--- src/rtl/dirq_pkg.sv ---
package dirq_pkg;
    typedef enum logic [1:0] {
        RSP_IDLE  = 2'd0,
        RSP_READ  = 2'd1,
        RSP_WRITE = 2'd2,
        RSP_ERROR = 2'd3
    } rsp_state_e;

    typedef enum logic [1:0] {
        KIND_MASK   = 2'd0,
        KIND_MASKED = 2'd1,
        KIND_RAW    = 2'd2,
        KIND_NONE   = 2'd3
    } reg_kind_e;

    localparam logic [1:0] SIZE_DWORD = 2'd3;
    localparam int         IDX_SHIFT  = 6;
endpackage

--- src/rtl/dirq_decode.sv ---
module dirq_decode
    import dirq_pkg::*;
#(
    parameter int NUM_CPU = 4,
    parameter int ADDR_W  = 12,
    localparam int CPU_W  = $clog2(NUM_CPU),
    localparam int IDX_W  = ADDR_W - IDX_SHIFT
) (
    input  logic [ADDR_W-1:0] offset,
    input  logic [1:0]        size,
    input  logic              write,
    output reg_kind_e         kind,
    output logic [CPU_W-1:0]  cpu_idx,
    output logic              legal
);
    logic [IDX_W-1:0] idx;
    int               idx_i;

    always_comb begin
        idx     = offset[ADDR_W-1:IDX_SHIFT];
        idx_i   = int'(idx);
        kind    = KIND_NONE;
        cpu_idx = '0;
        if (idx_i < NUM_CPU) begin
            kind    = KIND_MASK;
            cpu_idx = CPU_W'(idx_i);
        end else if (idx_i < 2 * NUM_CPU) begin
            kind    = KIND_MASKED;
            cpu_idx = CPU_W'(idx_i - NUM_CPU);
        end else if (idx_i == 2 * NUM_CPU) begin
            kind    = KIND_RAW;
        end
        legal = (size == SIZE_DWORD) && (kind != KIND_NONE) &&
                (!write || kind == KIND_MASK);
    end
endmodule

--- src/rtl/dirq_pending.sv ---
module dirq_pending #(
    parameter int LINES = 64
) (
    input  logic             clk,
    input  logic             rst_n,
    input  logic [LINES-1:0] set_ev,
    input  logic [LINES-1:0] clr_ev,
    output logic [LINES-1:0] raw_q
);
    always_ff @(posedge clk or negedge rst_n) begin
        if (!rst_n) raw_q <= '0;
        else        raw_q <= (raw_q & ~clr_ev) | set_ev;
    end
endmodule

--- src/rtl/dirq_cpu_slice.sv ---
module dirq_cpu_slice #(
    parameter int LINES = 64
) (
    input  logic             clk,
    input  logic             rst_n,
    input  logic             wr_en,
    input  logic [LINES-1:0] wdata,
    input  logic [LINES-1:0] raw,
    output logic [LINES-1:0] mask_q,
    output logic [LINES-1:0] masked,
    output logic             irq_q
);
    assign masked = mask_q & raw;

    always_ff @(posedge clk or negedge rst_n) begin
        if (!rst_n) begin
            mask_q <= '0;
            irq_q  <= 1'b0;
        end else begin
            if (wr_en) mask_q <= wdata;
            irq_q <= |masked;
        end
    end
endmodule

--- src/rtl/dirq_router.sv ---
module dirq_router
    import dirq_pkg::*;
#(
    parameter int NUM_CPU = 4,
    parameter int LINES   = 64,
    parameter int ADDR_W  = 12,
    localparam int CPU_W  = $clog2(NUM_CPU)
) (
    input  logic                clk,
    input  logic                rst_n,
    input  logic                req_valid,
    input  logic                req_write,
    input  logic [1:0]          req_size,
    input  logic [ADDR_W-1:0]   req_offset,
    input  logic [LINES-1:0]    req_wdata,
    input  logic [LINES-1:0]    line_set,
    input  logic [LINES-1:0]    line_clr,
    output logic                rsp_valid,
    output logic                rsp_err,
    output logic [LINES-1:0]    rsp_rdata,
    output logic [NUM_CPU-1:0]  cpu_irq
);
    reg_kind_e                 dec_kind;
    logic [CPU_W-1:0]          dec_cpu;
    logic                      dec_legal;
    logic [LINES-1:0]          raw_q;
    logic [LINES-1:0]          mask_arr   [NUM_CPU];
    logic [LINES-1:0]          masked_arr [NUM_CPU];
    logic [NUM_CPU*LINES-1:0]  mask_flat;
    rsp_state_e                rsp_state_q, rsp_state_d;
    logic [LINES-1:0]          rdata_q, rdata_d;

    dirq_decode #(.NUM_CPU(NUM_CPU), .ADDR_W(ADDR_W)) u_dec (
        .offset  (req_offset),
        .size    (req_size),
        .write   (req_write),
        .kind    (dec_kind),
        .cpu_idx (dec_cpu),
        .legal   (dec_legal)
    );

    dirq_pending #(.LINES(LINES)) u_pend (
        .clk    (clk),
        .rst_n  (rst_n),
        .set_ev (line_set),
        .clr_ev (line_clr),
        .raw_q  (raw_q)
    );

    for (genvar c = 0; c < NUM_CPU; c++) begin : g_cpu
        logic wr_hit;
        assign wr_hit = req_valid && dec_legal && req_write &&
                        (dec_cpu == CPU_W'(c));
        dirq_cpu_slice #(.LINES(LINES)) u_slice (
            .clk    (clk),
            .rst_n  (rst_n),
            .wr_en  (wr_hit),
            .wdata  (req_wdata),
            .raw    (raw_q),
            .mask_q (mask_arr[c]),
            .masked (masked_arr[c]),
            .irq_q  (cpu_irq[c])
        );
        assign mask_flat[c*LINES +: LINES] = mask_arr[c];
    end

    // Next-state and read-data selection
    always_comb begin
        rdata_d = '0;
        if (!req_valid)      rsp_state_d = RSP_IDLE;
        else if (!dec_legal) rsp_state_d = RSP_ERROR;
        else if (req_write)  rsp_state_d = RSP_WRITE;
        else                 rsp_state_d = RSP_READ;
        if (rsp_state_d == RSP_READ) begin
            unique case (dec_kind)
                KIND_MASK:   rdata_d = mask_arr[dec_cpu];
                KIND_MASKED: rdata_d = masked_arr[dec_cpu];
                KIND_RAW:    rdata_d = raw_q;
                KIND_NONE:   rdata_d = '0;
            endcase
        end
    end

    // State register
    always_ff @(posedge clk or negedge rst_n) begin
        if (!rst_n) begin
            rsp_state_q <= RSP_IDLE;
            rdata_q     <= '0;
        end else begin
            rsp_state_q <= rsp_state_d;
            rdata_q     <= rdata_d;
        end
    end

    // Outputs from state
    always_comb begin
        rsp_valid = 1'b0;
        rsp_err   = 1'b0;
        rsp_rdata = '0;
        unique case (rsp_state_q)
            RSP_IDLE:  ;
            RSP_READ:  begin rsp_valid = 1'b1; rsp_rdata = rdata_q; end
            RSP_WRITE: rsp_valid = 1'b1;
            RSP_ERROR: begin rsp_valid = 1'b1; rsp_err = 1'b1; end
        endcase
    end
endmodule

--- config.mk ---
export PLATFORM = sky130hd
export DESIGN_NAME = dirq_router
export DESIGN_NICKNAME = d
export VERILOG_FILES = /design/src/rtl/dirq_pkg.sv /design/src/rtl/dirq_decode.sv /design/src/rtl/dirq_pending.sv /design/src/rtl/dirq_cpu_slice.sv /design/src/rtl/dirq_router.sv
export SDC_FILE = /design/constraint.sdc
export NUM_CORES = 1
export LEC_CHECK = 0
export ABC_AREA = 1
export CAP_MARGIN = 15
export CORE_MARGIN = 4
export CORE_UTILIZATION = 32
export DETAILED_ROUTE_END_ITERATION = 10
export DONT_BUFFER_PORTS = 1
export GPL_TIMING_DRIVEN = 0
export SKIP_LAST_GASP = 1
export SYNTH_ARGS = -nofsm -noshare
export SYNTH_HDL_FRONTEND = slang
export SYNTH_SLANG_ARGS = --single-unit
--- constraint.sdc ---
create_clock -name clk -period 3.3 [get_ports clk]
set_clock_uncertainty 0.2 [all_clocks]
set_input_delay 0.33 -clock clk [delete_from_list [all_inputs] [get_ports clk]]
set_output_delay 0.33 -clock clk [all_outputs]
set_load 0.01 [all_outputs]
==> metrics.csv <==
stage,metric,value,unit
outcome,outcome,finished with violations,
outcome,violations,"hold timing, slew limit",
worst_setup_path,crit_fanout,10,
flow_run,maxCapViolations,0,
grt,grt_max_degree,391,
power,combPwrFrac,6.0,%
worst_setup_path,crit_path_max_incr_delay,0.52,ns
power,seq_power_share,44.4,%
final_layout,design_area,0.0248,mm2
worst_setup_path,cp_cell_sequence,inv_1 -> nand2_1 -> clkbuf_1 -> nor2_1,
timing,finalSetupViolations,0,
timing,timing.slew.headroom,-1.64,%
cts,cts_buffers,49,
detailed_routing,drt-total-wl,70500,um
worst_setup_path,crit_arrival,2.50,ns
timing,holdWs,-0.745,ns
timing,fmax,0.331,GHz
power,leakage,13.7,nW
timing,hold_viol,390,
cts,cts_tree,done,
yosys,ys_types,21,
place,placement.io_buffers,0,
floorplanning,ioPinCount,280,
place,dp_hpwl,48600,um
detailed_routing,route.detailed.wl_per_inst,17.7,um
grt,grt-ovfl-total,0,
power,p_total,11.2,mW
yosys,netlist_area,0.0199,mm2
timing,min_period,3.03,ns
power,clkPwrFrac,49.6,%
power,intPower,8.52,mW
detailed_routing,vias,18600,
yosys,synth_nets,3057,
detailed_routing,viasPerCell,4.65,
floorplanning,die_y,258,um
cts,clockRootBuffer,clkbuf_16,
final_layout,multiInputGateArea,0.00829,mm2
cts,insertion_delay,0.61,ns
detailed_routing,ant_nets,0,
grt,first_global_vias,17900,
yosys,synth_area_per_cell,7.00,um2
worst_setup_path,critical_path_required,2.77,ns
power,irDropWorstVdd,0.000334,V
cts,h-tree-depth,2,
grt,grt_pass1_wl,108000,um
floorplanning,coreArea,0.0617,mm2
final_layout,n_fill_cell,6464,
cts,clkSinkCount,390,
detailed_routing,drtIter0Drc,1726,
detailed_routing,drc,0,
worst_setup_path,worstSetupEndpointType,output pin,
final_layout,fin_nets,3320,
grt,antenna_found_initial,6,
power,switching_share,24.2,%
cts,clk_path_buf_depth,3,
yosys,synth-seq-cells,390,
timing,finalSetupTns,0,ns
floorplanning,rows,91,
worst_setup_path,critPathSlowestCell,nand2_1,
timing,grt_setup_unrepaired,false,
worst_setup_path,ff2ff_setup_slack,1.28,ns
hold_path,min_path_type,input port to asynchronous set/reset pin,
power,power_density,453,mW/mm2
yosys,ys_seq_area_share,49.0,%
final_layout,area_delta_synth_final,24.4,%
power,p_switching,2.72,mW
place,place_area,0.0210,mm2
yosys,synth_cells,2847,
floorplanning,fp.dieW,258,um
cts,cts.clk_slew.worst_paths,0.06,ns
worst_setup_path,critical_path_class,flip-flop to output pin,
place,place_congestion,0.866,
floorplanning,start_util,32.3,%
final_layout,post_route_cells_drive_above_1_share,5.21,%
grt,track_usage,20.8,%
timing,slew_viol_final,30,
timing,timing.final.crit_share,91.7,%
yosys,synth_warnings,0,
worst_setup_path,startpoint_type,flip-flop,
detailed_routing,drtPass1Iterations,7,
final_layout,seq_area,0.00976,mm2
floorplanning,die_area,0.0663,mm2
timing,tightest_slew,1.52,ns
-- routing by layer --
metal  wire length, um  part of all wire [%]  global-route usage, %  vias up
met5                23                 0.033                      0        -
li1                  -                     -                      -     9142
met2             32100                    45                   32.9      626
met1             31000                    44                   28.6     8675
met4              2250                   3.2                   7.04        4
met3              5230                   7.4                   4.46      124
-- cells by family after synthesis --
kind of cell,share of synthesized area (%)
flops,49.0
compound gates,7.93
simple gates,33.6
buf+inv,9.52
-- critical path, delay by kind of cell, from the launching register on --
| kind | cells | cell delay (ns) |
|---|---|---|
| and+or+nand+nor | 2 | 1.00 |
| buffers and inverters | 2 | 0.52 |
| DFF | 1 | 0.38 |
-- power groups by stage --
stage	sequential (mW)	clock, mW	combinational (mW)
after global routing	5.00	5.90	0.744
after floorplan	5.01	0	0.275
after CTS	4.99	5.70	0.663
after detailed placement	5.08	0	0.396
after global placement	5.08	0	0.393
final	4.99	5.58	0.676
-- final cells by class --
cell class / count / area share [%]
buffer: 125 / 2.63
tap: 837 / 4.22
clock buffer: 74 / 6.01
sequential: 390 / 39.4
multi-input combinational: 2000 / 33.4
antenna: 6 / 0.0605
clock inverter: 17 / 0.782
timing repair buffer: 212 / 8.51
inverter: 332 / 5.03
-- through the flow --
step,worst slack [ns],hold slack [ns],instances,utilization (%)
4_1_cts,0.0285,-0.782,3981,40.1
3_3_place_gp,0.0656,-0.152,3684,34.0
3_5_place_dp,0.173,-0.152,3684,34.0
6_report,0.274,-0.745,3993,40.2
5_1_grt,0.156,-0.781,3990,40.2
2_1_floorplan,1.42,-0.166,2847,-
-- synthesized netlist by cell type (all sizes together) --
master  number  area [um2]
a21oi       10        50.1
buf         59         404
clkbuf      66         248
dfrtp      390        9760
inv        332        1250
nand2     1476        5570
nand3        8        50.1
nand4       55         359
nor2       166         661
nor3        10        50.1
o21ai      210        1050
o21bai      64         480
or2          1        6.26
-- sequential cells by signal, summed over array words and instances, names as in the netlist --
signal and count:
rsp_state_q 2, u_pend.raw_q 64, g_cpu.u_slice.irq_q 4, g_cpu.u_slice.mask_q 256, rdata_q 64
-- timing repair --
item	4_1_cts	5_1_grt
endpoints found under the setup margin	0	58
endpoints found under the hold margin	713	393
buffers inserted	0	5
hold buffers	206	1
resized for setup	0	4
-- final timing paths --
| check | start | endpoint | cells past startpoint |
|---|---|---|---|
| worst max-delay path | rsp_state_q[1]$_DFF_PN0_ | rsp_rdata[36] | 4 |
| worst min-delay path | rst_n | u_pend.raw_q[46]$_DFF_PN0_ | 0 |
| worst max register to register | u_pend.raw_q[30]$_DFF_PN0_ | g_cpu[0].u_slice.irq_q$_DFF_PN0_ | 6 |
| worst min register to register | g_cpu[2].u_slice.mask_q[44]$_DFFE_PN0P_ | g_cpu[2].u_slice.mask_q[44]$_DFFE_PN0P_ | 2 |
| max in group asynchronous | rst_n | u_pend.raw_q[61]$_DFF_PN0_ | 0 |
| min in group clk | req_offset[7] | g_cpu[3].u_slice.mask_q[63]$_DFFE_PN0P_ | 5 |
-- layout by cell type (no fill, tap or decap), drive strengths merged --
cell type	instances
a21oi	10
buf	64
bufinv	3
clkbuf	140
clkinv	12
dfrtp	390
diode	6
dlygate4sd3	207
inv	334
nand2	1476
nand3	8
nand4	55
nor2	166
nor3	10
o21ai	210
o21bai	64
or2	1
Note: power is estimated with default switching activity, not from simulation.
